$ cat src/rtl/rbaseq_pkg.sv
package rbaseq_pkg;

    typedef enum logic [1:0] {
        ST_NEED_DESC  = 2'd0,
        ST_FETCH_DESC = 2'd1,
        ST_FILL_AREA  = 2'd2
    } area_state_t;

    typedef enum logic [2:0] {
        SEL_THRESH = 3'd0,
        SEL_SEQ    = 3'd1,
        SEL_UPPER  = 3'd2,
        SEL_START  = 3'd3,
        SEL_END    = 3'd4,
        SEL_RDPTR  = 3'd5,
        SEL_WRPTR  = 3'd6
    } reg_sel_t;

    localparam int RING_SLOTS = 4;

endpackage

$ cat src/rtl/rbaseq_cfg.sv
module rbaseq_cfg
    import rbaseq_pkg::*;
#(
    parameter int                 DATA_W     = 16,
    parameter int                 UP_W       = 8,
    parameter logic [DATA_W-1:0]  THRESH_RST = 16'h02F8
) (
    input  logic              clk,
    input  logic              rst_n,
    input  logic              wr_en,
    input  logic [2:0]        wr_sel,
    input  logic [DATA_W-1:0] wr_data,
    output logic [DATA_W-1:0] thresh,
    output logic [UP_W-1:0]   upper
);

    logic thr_hit;
    logic up_hit;

    assign thr_hit = wr_en && (reg_sel_t'(wr_sel) == SEL_THRESH);
    assign up_hit  = wr_en && (reg_sel_t'(wr_sel) == SEL_UPPER);

    always_ff @(posedge clk or negedge rst_n) begin
        if (!rst_n) begin
            thresh <= THRESH_RST;
            upper  <= '0;
        end else begin
            if (thr_hit) thresh <= wr_data;
            if (up_hit)  upper  <= wr_data[UP_W-1:0];
        end
    end


    thresh_hold_chk: assert property (@(posedge clk) disable iff (!rst_n)
        !thr_hit |=> $stable(thresh));

endmodule

$ cat src/rtl/rbaseq_ring.sv
module rbaseq_ring
    import rbaseq_pkg::*;
#(
    parameter int IDX_W = 15,
    parameter int STEP  = 4
) (
    input  logic             clk,
    input  logic             rst_n,
    input  logic             wr_en,
    input  logic [2:0]       wr_sel,
    input  logic [IDX_W-1:0] wr_idx_data,
    input  logic             adv,
    output logic [IDX_W-1:0] rd_idx,
    output logic [IDX_W-1:0] wr_idx,
    output logic             empty
);

    localparam int               SLOT_START = 0;
    localparam int               SLOT_END   = 1;
    localparam int               SLOT_RD    = 2;
    localparam int               SLOT_WR    = 3;
    localparam logic [IDX_W-1:0] STEP_IDX   = IDX_W'(STEP);

    logic [IDX_W-1:0] ptr_q [RING_SLOTS];
    logic [IDX_W-1:0] rd_sum;
    logic [IDX_W-1:0] rd_next;
    logic             any_wr;

    assign rd_sum  = ptr_q[SLOT_RD] + STEP_IDX;
    assign rd_next = (rd_sum == ptr_q[SLOT_END]) ? ptr_q[SLOT_START] : rd_sum;
    assign any_wr  = wr_en && (wr_sel >= 3'(int'(SEL_START)));

    always_ff @(posedge clk or negedge rst_n) begin
        if (!rst_n) begin
            for (int i = 0; i < RING_SLOTS; i++) ptr_q[i] <= '0;
        end else begin
            for (int i = 0; i < RING_SLOTS; i++) begin
                if (wr_en && (wr_sel == 3'(int'(SEL_START) + i))) begin
                    ptr_q[i] <= wr_idx_data;
                end else if ((i == SLOT_RD) && adv) begin
                    ptr_q[i] <= rd_next;
                end
            end
        end
    end

    assign rd_idx = ptr_q[SLOT_RD];
    assign wr_idx = ptr_q[SLOT_WR];
    assign empty  = (ptr_q[SLOT_RD] == ptr_q[SLOT_WR]);


    rd_never_at_end_chk: assert property (@(posedge clk) disable iff (!rst_n)
        (adv && !any_wr && (ptr_q[SLOT_START] != ptr_q[SLOT_END])) |=> (rd_idx != ptr_q[SLOT_END]));


    rd_still_chk: assert property (@(posedge clk) disable iff (!rst_n)
        (!adv && !any_wr) |=> $stable(rd_idx));

endmodule

$ cat src/rtl/rbaseq_seqctr.sv
module rbaseq_seqctr
    import rbaseq_pkg::*;
#(
    parameter int SEQ_W = 8
) (
    input  logic               clk,
    input  logic               rst_n,
    input  logic               pkt_inc,
    input  logic               area_adv,
    input  logic               wr_en,
    input  logic [2:0]         wr_sel,
    input  logic [2*SEQ_W-1:0] wr_data,
    output logic [2*SEQ_W-1:0] seq_word
);

    logic [SEQ_W-1:0] pkt_q;
    logic [SEQ_W-1:0] area_q;
    logic             seq_hit;

    assign seq_hit = wr_en && (reg_sel_t'(wr_sel) == SEL_SEQ);

    always_ff @(posedge clk or negedge rst_n) begin
        if (!rst_n) begin
            pkt_q  <= '0;
            area_q <= '0;
        end else if (seq_hit) begin
            area_q <= wr_data[2*SEQ_W-1:SEQ_W];
            pkt_q  <= wr_data[SEQ_W-1:0];
        end else if (area_adv) begin
            area_q <= area_q + SEQ_W'(1);
            pkt_q  <= '0;
        end else if (pkt_inc) begin
            pkt_q  <= pkt_q + SEQ_W'(1);
        end
    end

    assign seq_word = {area_q, pkt_q};


    pkt_step_chk: assert property (@(posedge clk) disable iff (!rst_n)
        (pkt_inc && !area_adv && !seq_hit) |=> (pkt_q == $past(pkt_q) + SEQ_W'(1)) && $stable(area_q));


    area_step_chk: assert property (@(posedge clk) disable iff (!rst_n)
        (area_adv && !seq_hit) |=> (pkt_q == '0) && (area_q == $past(area_q) + SEQ_W'(1)));


    seq_load_chk: assert property (@(posedge clk) disable iff (!rst_n)
        seq_hit |=> (seq_word == $past(wr_data)));

endmodule

$ cat src/rtl/rba_sequencer.sv
module rba_sequencer
    import rbaseq_pkg::*;
#(
    parameter int               CNT_W      = 16,
    parameter int               IDX_W      = 15,
    parameter int               UP_W       = 8,
    parameter int               SEQ_W      = 8,
    parameter int               DESC_WORDS = 4,
    parameter logic [CNT_W-1:0] THRESH_RST = 16'h02F8
) (
    input  logic                  clk,
    input  logic                  rst_n,
    input  logic                  soft_rst,
    input  logic                  pkt_done,
    input  logic [CNT_W-1:0]      pkt_words,
    input  logic                  reg_wr,
    input  logic [2:0]            reg_sel,
    input  logic [CNT_W-1:0]      reg_wdata,
    output logic                  fetch_req,
    output logic [UP_W+IDX_W-1:0] fetch_addr,
    input  logic                  fetch_ack,
    input  logic [CNT_W-1:0]      fetch_words,
    output logic [UP_W+IDX_W-1:0] free_addr,
    output logic                  exhausted,
    output logic                  status_valid,
    output logic                  last_pkt,
    output logic [2*SEQ_W-1:0]    seq_status
);

    area_state_t       state_q;
    area_state_t       state_d;
    logic [CNT_W-1:0]  thresh;
    logic [UP_W-1:0]   upper;
    logic [IDX_W-1:0]  rd_idx;
    logic [IDX_W-1:0]  wr_idx;
    logic              ring_empty;
    logic [2*SEQ_W-1:0] seq_word;
    logic [CNT_W-1:0]  remaining_q;
    logic [CNT_W-1:0]  rem_after;
    logic              go_next;
    logic              pkt_take;
    logic              desc_load;

    rbaseq_cfg #(
        .DATA_W     (CNT_W),
        .UP_W       (UP_W),
        .THRESH_RST (THRESH_RST)
    ) u_cfg (
        .clk     (clk),
        .rst_n   (rst_n),
        .wr_en   (reg_wr),
        .wr_sel  (reg_sel),
        .wr_data (reg_wdata),
        .thresh  (thresh),
        .upper   (upper)
    );

    rbaseq_ring #(
        .IDX_W (IDX_W),
        .STEP  (DESC_WORDS)
    ) u_ring (
        .clk         (clk),
        .rst_n       (rst_n),
        .wr_en       (reg_wr),
        .wr_sel      (reg_sel),
        .wr_idx_data (reg_wdata[IDX_W:1]),
        .adv         (desc_load),
        .rd_idx      (rd_idx),
        .wr_idx      (wr_idx),
        .empty       (ring_empty)
    );

    rbaseq_seqctr #(
        .SEQ_W (SEQ_W)
    ) u_seq (
        .clk      (clk),
        .rst_n    (rst_n),
        .pkt_inc  (pkt_take && !go_next),
        .area_adv (pkt_take && go_next),
        .wr_en    (reg_wr),
        .wr_sel   (reg_sel),
        .wr_data  (reg_wdata[2*SEQ_W-1:0]),
        .seq_word (seq_word)
    );

    assign pkt_take  = pkt_done && (state_q == ST_FILL_AREA) && !soft_rst;
    assign desc_load = fetch_ack && (state_q == ST_FETCH_DESC) && !soft_rst;
    assign rem_after = (pkt_words >= remaining_q) ? '0 : (remaining_q - pkt_words);
    assign go_next   = (thresh > rem_after);

    // state register
    always_ff @(posedge clk or negedge rst_n) begin
        if (!rst_n) state_q <= ST_NEED_DESC;
        else        state_q <= state_d;
    end

    // next state and state outputs
    always_comb begin
        state_d   = state_q;
        fetch_req = 1'b0;
        exhausted = 1'b0;
        unique case (state_q)
            ST_NEED_DESC: begin
                exhausted = ring_empty;
                if (!ring_empty) state_d = ST_FETCH_DESC;
            end
            ST_FETCH_DESC: begin
                fetch_req = 1'b1;
                if (fetch_ack) state_d = ST_FILL_AREA;
            end
            ST_FILL_AREA: begin
                if (pkt_take && go_next) state_d = ST_NEED_DESC;
            end
            default: state_d = ST_NEED_DESC;
        endcase
        if (soft_rst) state_d = ST_NEED_DESC;
    end

    // area budget and packet status
    always_ff @(posedge clk or negedge rst_n) begin
        if (!rst_n) begin
            remaining_q  <= '0;
            status_valid <= 1'b0;
            last_pkt     <= 1'b0;
            seq_status   <= '0;
        end else if (soft_rst) begin
            remaining_q  <= '0;
            status_valid <= 1'b0;
            last_pkt     <= 1'b0;
        end else begin
            status_valid <= pkt_take;
            if (pkt_take) begin
                remaining_q <= rem_after;
                last_pkt    <= go_next;
                seq_status  <= seq_word;
            end else if (desc_load) begin
                remaining_q <= fetch_words;
            end
        end
    end

    assign fetch_addr = {upper, rd_idx};
    assign free_addr  = {upper, wr_idx};


    status_pulse_chk: assert property (@(posedge clk) disable iff (!rst_n)
        status_valid |-> $past(pkt_done));


    exhausted_nofetch_chk: assert property (@(posedge clk) disable iff (!rst_n)
        exhausted |-> !fetch_req);


    idle_pkt_drop_chk: assert property (@(posedge clk) disable iff (!rst_n)
        (pkt_done && (state_q != ST_FILL_AREA)) |=> !status_valid);


    last_leaves_area_chk: assert property (@(posedge clk) disable iff (!rst_n)
        (status_valid && last_pkt) |-> (state_q != ST_FILL_AREA));


    fetch_hold_chk: assert property (@(posedge clk) disable iff (!rst_n)
        (fetch_req && !fetch_ack && !soft_rst) |=> fetch_req);


    soft_to_need_chk: assert property (@(posedge clk) disable iff (!rst_n)
        soft_rst |=> (state_q == ST_NEED_DESC) && !status_valid);

endmodule

$ cat config.mk
export PLATFORM = sky130hd
export DESIGN_NAME = rba_sequencer
export DESIGN_NICKNAME = d
export VERILOG_FILES = /design/src/rtl/rbaseq_pkg.sv /design/src/rtl/rbaseq_cfg.sv /design/src/rtl/rbaseq_ring.sv /design/src/rtl/rbaseq_seqctr.sv /design/src/rtl/rba_sequencer.sv
export SDC_FILE = /design/constraint.sdc
export NUM_CORES = 1
export LEC_CHECK = 0
export BUFFER_PORTS_ARGS = -buffer_cell sky130_fd_sc_hd__buf_2
export CORE_MARGIN = 3
export CORE_UTILIZATION = 52
export CTS_CLUSTER_SIZE = 24
export DETAILED_ROUTE_END_ITERATION = 8
export PLACE_DENSITY = 0.74
export RECOVER_POWER = 50
export SYNTH_ARGS = -nofsm -noshare
export SYNTH_HDL_FRONTEND = slang
export SYNTH_SLANG_ARGS = --single-unit
$ cat constraint.sdc
create_clock -name clk -period 6.1 [get_ports clk]
set_input_delay 1.22 -clock clk [delete_from_list [all_inputs] [get_ports clk]]
set_output_delay 1.22 -clock clk [all_outputs]
set_load 0.1 [all_outputs]
==> results of run 1 <==
[layer usage]
layer,up-vias,track usage [%]
li1,3086,-
met1,3169,35.36
met2,231,37.22
met3,33,5.610
met4,0,8.227
met5,-,0
[layout by cell type, fill, tap and decap left out, types with 13 or more instances in the layout]
cell,Yosys,layout
inv_1,38,38
and3_1,13,13
nand2_1,133,133
xor2_1,20,20
clkbuf_16,0,17
a21oi_1,33,33
a22oi_1,13,13
a21o_1,22,22
nor2_1,26,26
dfrtp_1,130,130
o21ai_0,29,29
ha_1,35,35
nor3_1,14,13
mux2_2,67,66
xnor2_1,33,33
nand3_1,33,33
buf_2,8,119
[path summary, 6_finish.rpt]
kind | to | cells past startpoint
min in group asynchronous | u_cfg.upper[5] | 1
worst max register to register | u_seq.area_q[0] | 16
worst max-delay path | u_seq.area_q[0] | 18
worst min register to register | seq_status[0] | 2
max in group asynchronous | u_ring.ptr_q[35] | 2
worst min-delay path | seq_status[0] | 2
[sequential cells by signal, indices dropped and copies added, names as in the netlist]
register / count
last_pkt: 1
u_ring.ptr_q: 30
seq_status: 16
status_valid: 1
u_seq.pkt_q: 8
u_ring.rd_idx: 15
u_ring.wr_idx: 15
u_seq.area_q: 8
u_cfg.upper: 8
u_cfg.thresh: 16
remaining_q: 16
state_q: 2
[cells in the mapped netlist, drive strengths merged (3+ instances only)]
| cell type | instances |
|---|---|
| nor2 | 26 |
| or3 | 7 |
| dfrtp | 130 |
| and2 | 4 |
| inv | 38 |
| a311oi | 4 |
| dfstp | 6 |
| mux2 | 67 |
| nand2 | 133 |
| a22o | 7 |
| nand4 | 13 |
| o21ai | 34 |
| nor2b | 6 |
| buf | 51 |
| a32oi | 5 |
| o21a | 8 |
| a21oi | 33 |
| xor2 | 20 |
| and4 | 5 |
| xnor2 | 33 |
| nand3 | 35 |
| a22oi | 13 |
| ha | 35 |
| and3 | 13 |
| o2bb2ai | 3 |
| a31oi | 5 |
| nor3 | 15 |
| mux2i | 11 |
| clkbuf | 23 |
| nor4 | 10 |
| a21o | 22 |
| nor3b | 3 |
[logic make-up after synthesis]
family / synth area share (%)
adder cells (fa/ha/maj): 5.641
flip-flops: 42.02
buffers and inverters: 7.244
AND/OR/NAND/NOR: 16.83
XOR/XNOR: 5.718
AO/OA/AOI/OAI: 11.90
multiplexers: 10.65
[per-stage QoR]
stage               hold slack, ns  std cells  cell area, sq um  total power [mW]  setup WS [ns]
finish                      0.4676       1144              9215             3.886          1.084
global route                0.4979       1144              9215             4.062         0.6708
CTS                         0.4708       1144              9246             3.900          1.130
detailed placement          0.4575       1112              8650             2.848         0.7624
global placement            0.4563       1112              8650             2.826         0.8962
floorplan                   0.4538        843              8118             2.614          1.313
[power breakdown]
| part | internal, mW | switching [mW] |
|---|---|---|
| Sequential | 1.10 | 0.185 |
| Combinational | 0.397 | 1.16 |
| Clock | 0.652 | 0.394 |
[critical path, delay by kind of cell]
family	cells	cell delay (ns)
AOI/OAI and AO/OA	8	1.87
and+or+nand+nor	5	1.29
adders and majority gates	2	0.61
xor gates and xnor gates	1	0.25
buffers and inverters	2	0.13
[layout make-up]
type	count	area [sq um]
Multi-Input combinational cell	595	4130
Inverter	38	142.6
Sequential cell	136	3411
Clock buffer	20	446.7
Fill cell	1338	6043
Tap cell	211	264.0
Timing Repair Buffer	132	670.6
Clock inverter	12	150.1
==> results.sh, run 1 <==
export IMPL_synth_area_leaders="dfrtp_1 40%, mux2_2 9.3%, nand2_1 6.1%"
export IMPL_drv_cap=1
export IMPL_worstHoldPathType="flop to flop"
export IMPL_initialDrtViolationCount=468
export IMPL_timing_final_hold_violations=0
export IMPL_rows=45
export IMPL_syn_area_sq_um=8118
export IMPL_synthArstFlopShare_pct=100.0
export IMPL_wl_per_cell_um=18.03
export IMPL_ys_seq_elements=136
export IMPL_io_pins=123
export IMPL_cts_root_buf="clkbuf_16"
export IMPL_portBuffers=122
export IMPL_core_area_sq_um=15260
export IMPL_cts_buffers=17
export IMPL_finalMaxSlewViolations=74
export IMPL_clk_latency_ns=0.43
export IMPL_cp_max_fo=12
export IMPL_drive_above_1_share_pct=25.19
export IMPL_cp_data_required_time_ns=6.45
export IMPL_track_usage_pct=24.71
export IMPL_cts_setup_buffers=0
export IMPL_post_route_util_pct=60.39
export IMPL_drt_met1_wl_um=9362
export IMPL_min_period_ns=5.016
export IMPL_synth_flop_cell="dfrtp_1"
export IMPL_dr_pass1_iters=6
export IMPL_ys_seq_area_share_pct=42.02
export IMPL_reg2reg_from="remaining_q[1]"
export IMPL_powerDensity_nw_per_um2=421.8
export IMPL_crit_chain="buf_2, inv_1, ha_1, nor2b_1, o21a_1, o21ai_0, a21oi_1, o21ai_0, a311oi_1, or2_2, ha_1, nand4_1, nor3_1, o21ai_0, o211ai_1, nand2_1, xor2_1, o21ai_0"
export IMPL_period_share_pct=82.23
export IMPL_critPathCaptureType="flop"
export IMPL_die_height_um=130.9
export IMPL_yosys_area_top_type="dfrtp_1"
export IMPL_syn_nets=936
export IMPL_htree_levels=4
export IMPL_max_slew_margin_pct=-164.8
export IMPL_violations="max-capacitance violations, max-slew violations"
export IMPL_setup_violations=0
export IMPL_skew_ns=0.01529
export IMPL_worstHoldStart="seq_status[0]"
export IMPL_initial_core_util_pct=53.20
export IMPL_cp_arrival_ns=5.37
export IMPL_path_clk_slew_ns=0.06
export IMPL_overflow=0
export IMPL_clock_sinks=136
export IMPL_synth_edff_count=0
export IMPL_slowest_stage="o21ai_0"
export IMPL_ant_nets=0
export IMPL_ys_warn_count=0
export IMPL_syn_area_per_cell_sq_um=9.630
export IMPL_ys_types=58
export IMPL_route_met3_wl_um=1342
export IMPL_synthCells=843
export IMPL_critPathKind="input pin to flop"
export IMPL_cp_common_cell="o21ai_0"
export IMPL_antenna_cells=0
export IMPL_leakage_nw=4.402
export IMPL_routed_wl_um=20620
export IMPL_routabilityCongestion=0.9129
export IMPL_die_x_um=130.9
export IMPL_rsz0062_at_grt="false"
export IMPL_first_global_vias=6111
export IMPL_grt_max_degree=74
export IMPL_outcome="finished with violations"
export IMPL_wl_met2_um=9557
export IMPL_max_freq_mhz=199.4
export IMPL_cp_start_kind="input pin"
export IMPL_fin_nets=1013
export IMPL_fp_dieArea_sq_um=17150
export IMPL_crit_start="pkt_words[1]"
export IMPL_setup_tns_ns=0
export IMPL_post_route_drc_count=0
export IMPL_r2r_slack_ns=1.61
export IMPL_grt_pass1_wl_um=32590
export IMPL_via_per_inst=5.698
export IMPL_antenna_found_initial=0
export IMPL_irDropWorstVdd_mv=0.3169
export IMPL_top_layer="met4"
export IMPL_holdBufCountCts=0
export IMPL_clock_path_buffers=2
export IMPL_vias=6519
export IMPL_worst_slew_pin_slew_ns=3.972
export IMPL_cts_resized_gates=0
export IMPL_max_stage_delay_ns=0.46
export IMPL_hpwl_um=14690
export IMPL_cts_tree="done"
export IMPL_yosysTopAreaCellShare_pct=40.07
export IMPL_syn2layout_area_growth_pct=13.52
(Power assumes the default switching activity.)
==> run 2, diff against run 1 <==
ABC_AREA = 1   (was not set)
clock period = 4.9 ns   (was 6.1 ns; I/O delays follow)
==> run 2 against run 1 <==
  * The flow still finishes with violations (max-capacitance violations, max-slew violations)
  * Synthesized cell count increased by 38%
  * Clock skew decreased by 0.0038 ns
  * Register-to-register slack got worse by 0.86 ns
  * Clock-buffer cell count grew 2
  * Synthesized area is 5.3% higher
  * Design area up 4.8%
  * Hold slack worse by 0.0013 ns
  * Wire length rose by 14%
  * Via count is 22% higher
  * Sequential power grew 31%
  * Clock power rose by 30%
  * Critical path type unchanged
  * Largest cell class unchanged
  * Largest power group unchanged
==> results.sh, run 2 <==
export IMPL_outcome="finished with violations"
export IMPL_violations="max-capacitance violations, max-slew violations"
export IMPL_cp_data_required_time_ns=5.23
export IMPL_yosys_area_top_type="dfrtp_1"
export IMPL_drv_cap=3
export IMPL_fp_dieArea_sq_um=18020
export IMPL_final_area_sq_um=9658
export IMPL_ant_nets=0
export IMPL_portBuffers=122
export IMPL_cts_tree="done"
export IMPL_synth_flop_cell="dfrtp_1"
export IMPL_finalMaxSlewViolations=183
export IMPL_overflow=0
export IMPL_grt_max_degree=107
export IMPL_synth_top_family_by_area="simple AND/OR/NAND/NOR gates"
export IMPL_htree_levels=4
export IMPL_initial_core_util_pct=53.45
export IMPL_leakage_nw=5.154
export IMPL_drive_above_1_share_pct=16.20
export IMPL_grtUsageMet1_pct=38.42
export IMPL_ys_seq_area_share_pct=39.88
export IMPL_final_cell_mix="329 x nand2_1, 145 x inv_1, 130 x dfrtp_1"
export IMPL_ys_types=42
export IMPL_cp_max_fo=17
export IMPL_irDropWorstVdd_mv=0.5924
export IMPL_die_x_um=134.2
export IMPL_gr_usage_met2_pct=40.89
export IMPL_grt_pass1_wl_um=37780
export IMPL_skew_ns=0.01148
export IMPL_synth_edff_count=0
export IMPL_syn_area_per_cell_sq_um=7.366
export IMPL_setup_tns_ns=0
export IMPL_critPathKind="input pin to flop"
export IMPL_initialDrtViolationCount=666
export IMPL_worstHoldPathType="flop to flop"
export IMPL_period_share_pct=88.79
export IMPL_wl_per_cell_um=15.95
export IMPL_rsz0062_at_grt="false"
export IMPL_synth_simple_area_share_pct=28.11
export IMPL_layout_commonest_cell="nand2_1"
export IMPL_cts_buffers=17
export IMPL_top_register="u_ring.ptr_q"
export IMPL_grt_most_used_layer="met2"
export IMPL_synth_common_cells="329 x nand2_1, 145 x inv_1, 130 x dfrtp_1, 120 x o21ai_0"
export IMPL_cts_root_buf="clkbuf_16"
export IMPL_yosysTopAreaCellShare_pct=38.04
export IMPL_setup_violations=0
export IMPL_timing_final_hold_violations=0
export IMPL_synth_xor_area_share_pct=2.765
export IMPL_vias=7935
export IMPL_die_height_um=134.2
export IMPL_ys_warn_count=0
export IMPL_synth_compound_area_share_pct=12.29
export IMPL_core_area_sq_um=16000
export IMPL_io_pins=123
export IMPL_max_slew_margin_pct=-79.87
export IMPL_dpl_cell_area_sq_um=9062
export IMPL_antenna_found_initial=1
export IMPL_yosysMostFrequentCell="nand2_1"
export IMPL_rows=46
export IMPL_fin_nets=1333
export IMPL_synthArstFlopShare_pct=100.0
export IMPL_max_freq_mhz=229.9
export IMPL_syn_nets=1254
export IMPL_ys_seq_elements=136
export IMPL_path_clk_slew_ns=0.06
export IMPL_holdBufCountCts=0
export IMPL_clk_latency_ns=0.43
export IMPL_first_global_vias=7294
export IMPL_worst_slew_pin_slew_ns=2.698
export IMPL_largest_reg_flops=30
export IMPL_syn2layout_area_growth_pct=12.93
export IMPL_synth_adder_area_share_pct=5.355
export IMPL_clock_path_buffers=2
export IMPL_synth_area_leaders="dfrtp_1 38%, nand2_1 14%, o21ai_0 7.0%"
export IMPL_cp_start_kind="input pin"
export IMPL_routabilityCongestion=0.9427
export IMPL_track_usage_pct=26.32
export IMPL_antenna_cells=0
export IMPL_synth_mux_area_share_pct=0
export IMPL_min_period_ns=4.350
export IMPL_cp_arrival_ns=4.68
export IMPL_cts_setup_buffers=0
export IMPL_via_per_inst=5.402
export IMPL_routed_wl_um=23430
export IMPL_post_route_drc_count=0
export IMPL_syn_area_sq_um=8552
export IMPL_dr_pass1_iters=5
export IMPL_critPathCaptureType="flop"
export IMPL_powerDensity_nw_per_um2=586.9
export IMPL_synthCells=1161
export IMPL_cts_resized_gates=0
export IMPL_clock_sinks=136
export IMPL_grtUsageMet3_pct=4.276
export IMPL_hpwl_um=16860
-- run 2: cell count changes after synthesis, sizes merged, moves of 20 or more --
| cell | delta |
|---|---|
| inv | +111 |
| mux2 | -67 |
| o21ai | +88 |
| nor2 | +59 |
| nand2 | +207 |
| a21o | -20 |
| nand3 | +46 |
-- run 2: per-stage QoR --
step                      power [mW]  hold WS [ns]  instances  worst slack, ns  utilization [%]
after floorplan                3.896        0.4529       1161           0.7881                -
after global placement         4.251        0.4499       1437           0.3838            56.64
after detailed placement       4.296        0.4610       1437           0.1963            56.64
after CTS                      5.662        0.4733       1469           0.5984            60.49
after global routing           5.976        0.4848       1469          0.03638            60.36
final                          5.668        0.4663       1469           0.5495            60.36
-- run 2: cell type report --
type / count / area (sq um)
Clock inverter: 10 / 141.4
Sequential cell: 136 / 3411
Tap cell: 216 / 270.3
Multi-Input combinational cell: 805 / 4149
Timing Repair Buffer: 128 / 641.9
Fill cell: 1447 / 6342
Inverter: 152 / 570.5
Clock buffer: 22 / 474.2
-- run 2: final timing paths --
| path | startpoint | end | slack [ns] | cells past startpoint |
|---|---|---|---|---|
| setup / recovery | pkt_words[0] | u_seq.area_q[2] | 0.55 | 23 |
| hold / removal | seq_status[7] | seq_status[7] | 0.47 | 2 |
| setup reg to reg | remaining_q[0] | u_seq.area_q[2] | 0.75 | 23 |
| hold reg to reg | seq_status[7] | seq_status[7] | 0.47 | 2 |
| max in group asynchronous | rst_n | seq_status[13] | 0.99 | 2 |
| min in group asynchronous | rst_n | remaining_q[9] | 1.37 | 1 |
-- run 2: where the power goes --
| group | leakage, nW | total, mW | switching [mW] | internal [mW] |
|---|---|---|---|---|
| logic | 3.13 | 2.62 | 2.04 | 0.586 |
| clock network | 0.297 | 1.36 | 0.518 | 0.844 |
| registers | 1.72 | 1.68 | 0.273 | 1.41 |
-- run 2: logic make-up (layout without fill, tap and decap cells) --
family	after synthesis	in the layout
simple gates	553	553
flops	136	136
buf+inv	220	312
compound gates	189	189
fa+ha+maj	36	36
xor+xnor	27	27
-- run 2: per-layer routing --
layer	share of wire (%)	wire (um)
met1	46	10800
met2	44	10410
met3	7.8	1822
met4	1.7	388
met5	0.030	7
-- run 2: worst max-delay path: stages --
cell and delay [ns]:
buf_2 0.08, ha_1 0.13, inv_1 0.08, fa_1 0.42, nand3_1 0.09, nand2_1 0.08, a21oi_1 0.29, o21bai_1 0.15
nand2_1 0.08, nand3_1 0.06, nand2_1 0.35, inv_1 0.20, nand3_1 0.11, ha_1 0.12, nand2_1 0.06, inv_1 0.06
nand3_1 0.08, or3_1 0.34, a21oi_1 0.20, o21ai_2 0.10, nand2_1 0.37, o21ai_0 0.15, o21ai_0 0.10
==> run 3, diff against run 2 <==
clock period = 5.26 ns   (was 4.9 ns; I/O delays follow)
==> run 3 against run 2 <==
  * The flow still finishes with violations (max-capacitance violations, max-slew violations)
  * Setup slack improved by 0.25 ns
  * Clock skew fell by 0.0040 ns
  * Combinational power fell by 7%
  * Die area did not move
  * Critical endpoint unchanged
==> results.sh, run 3 (synthesis results as in run 2) <==
export IMPL_holdBufCountCts=0
export IMPL_worstHoldPathType="flop to flop"
export IMPL_cts_buffers=17
export IMPL_final_cell_mix="329 x nand2_1, 145 x inv_1, 130 x dfrtp_1"
export IMPL_initial_core_util_pct=53.45
export IMPL_clk_latency_ns=0.43
export IMPL_dpl_cell_area_sq_um=9047
export IMPL_wl_per_cell_um=15.67
export IMPL_power_frac_seq_pct=28.3
export IMPL_cts_resized_gates=0
export IMPL_cp_start_kind="input pin"
export IMPL_layout_commonest_cell="nand2_1"
export IMPL_final_setup_worst_slack_ns=0.8025
export IMPL_pwr_share_comb_pct=44.2
export IMPL_via_per_inst=5.390
export IMPL_r2r_slack_ns=1.09
export IMPL_initialDrtViolationCount=706
export IMPL_overflow=0
export IMPL_dp_slack_ns=0.4282
export IMPL_core_area_sq_um=16000
export IMPL_routabilityCongestion=0.9398
export IMPL_multiInputGateArea_sq_um=4146
export IMPL_cp_data_required_time_ns=5.55
export IMPL_syn2layout_area_growth_pct=14.38
export IMPL_path_clk_slew_ns=0.06
export IMPL_outcome="finished with violations"
export IMPL_seq_area_sq_um=3411
export IMPL_irDropWorstVdd_mv=0.5079
export IMPL_setup_violations=0
export IMPL_drv_cap=2
export IMPL_min_period_ns=4.457
export IMPL_antenna_cells=0
export IMPL_critPathKind="input pin to flop"
export IMPL_max_slew_margin_pct=-71.74
export IMPL_cp_max_fo=17
export IMPL_clockPowerShare_pct=27.5
export IMPL_fin_nets=1331
export IMPL_top_register="u_ring.ptr_q"
export IMPL_htree_levels=4
export IMPL_post_route_drc_count=0
export IMPL_p_int_mw=2.917
export IMPL_vias=7907
export IMPL_setup_tns_ns=0
export IMPL_cts_tree="done"
export IMPL_track_usage_pct=26.19
export IMPL_ant_nets=0
export IMPL_finalMaxSlewViolations=139
export IMPL_portBuffers=122
export IMPL_max_freq_mhz=224.3
export IMPL_timing_final_hold_violations=0
export IMPL_dr_pass1_iters=5
export IMPL_clock_path_buffers=2
export IMPL_fp_dieArea_sq_um=18020
export IMPL_first_global_vias=7371
export IMPL_clock_sinks=136
export IMPL_largest_reg_flops=30
export IMPL_fillerInstances=1481
export IMPL_antenna_found_initial=0
export IMPL_rows=46
export IMPL_worst_slew_pin_slew_ns=2.576
export IMPL_routed_wl_um=22980
export IMPL_die_x_um=134.2
export IMPL_powerDensity_nw_per_um2=563.2
export IMPL_swShare_pct=47.04
export IMPL_grt_pass1_wl_um=37400
export IMPL_cts_root_buf="clkbuf_16"
export IMPL_cts_setup_buffers=0
export IMPL_switchingPower_mw=2.591
export IMPL_period_share_pct=84.74
export IMPL_drive_above_1_share_pct=16.23
export IMPL_violations="max-capacitance violations, max-slew violations"
export IMPL_rsz0062_at_grt="false"
export IMPL_cp_arrival_ns=4.75
export IMPL_skew_ns=0.007491
export IMPL_grt_max_degree=105
export IMPL_leakage_nw=5.218
export IMPL_final_area_sq_um=9782
export IMPL_die_height_um=134.2
export IMPL_io_pins=123
export IMPL_critPathCaptureType="flop"
export IMPL_total_power_mw=5.509
export IMPL_whs_ns=0.4664
export IMPL_hpwl_um=16640
## run 3: cell count changes in the layout (fill, tap and decap cells not counted)
cell,previous run,this run
buf_1,0,1
clkbuf_1,7,3
inv_6,2,0
clkinvlp_4,2,0
clkinv_2,2,1
bufinv_16,3,9
clkbuf_8,3,2
nor2_1,75,76
nor2_2,7,6
clkinv_4,1,2
## run 3: critical path, stage by stage
cell      delay [ns]
buf_2           0.08
ha_1            0.13
inv_1           0.08
fa_1            0.41
nand3_1         0.09
nand2_1         0.08
a21oi_1         0.31
o21bai_1        0.15
nand2_1         0.08
nand3_1         0.06
nand2_1         0.36
inv_1           0.22
nand3_1         0.12
ha_1            0.12
nand2_1         0.06
inv_1           0.06
nand3_1         0.08
or3_1           0.35
nor2_1          0.11
nor2_1          0.06
o21ai_2         0.09
nand2_1         0.32
o21ai_0         0.20
o21ai_0         0.10
## run 3: power by group through the flow
stage | Clock [mW] | Sequential (mW) | Combinational, mW
floorplan | 0 | 1.99 | 1.64
global placement | 0 | 1.57 | 2.39
detailed placement | 0 | 1.57 | 2.42
CTS | 1.53 | 1.56 | 2.44
global route | 1.58 | 1.60 | 2.64
finish | 1.51 | 1.56 | 2.43
## run 3: per-stage QoR
step	cells	util [%]
6_report	1467	61.14
5_1_grt	1467	61.14
4_1_cts	1467	61.23
3_5_place_dp	1435	56.55
3_3_place_gp	1435	56.55
2_1_floorplan	1161	-
## run 3: final cells by class
class	count	area share, %
tap	216	2.763
sequential	136	34.87
clock buffer	20	4.669
inverter	152	5.833
timing repair buffer	126	6.485
clock inverter	12	2.993
multi-input combinational	805	42.39
## run 3: routing by layer
layer  track usage (%)  routed length (um)
met4             8.145                 452
met3             5.551                1891
met5                 0                   0
met2             39.66               10040
met1             37.87               10600
## run 3: path summary, 6_finish.rpt
path,depth (start not counted),to,from
max in group asynchronous,2,seq_status[13],rst_n
min in group asynchronous,1,remaining_q[0],rst_n
worst min register to register,2,seq_status[6],seq_status[6]
worst max register to register,24,u_seq.area_q[2],remaining_q[0]
worst min-delay path,2,seq_status[6],seq_status[6]
worst max-delay path,24,u_seq.area_q[2],pkt_words[0]
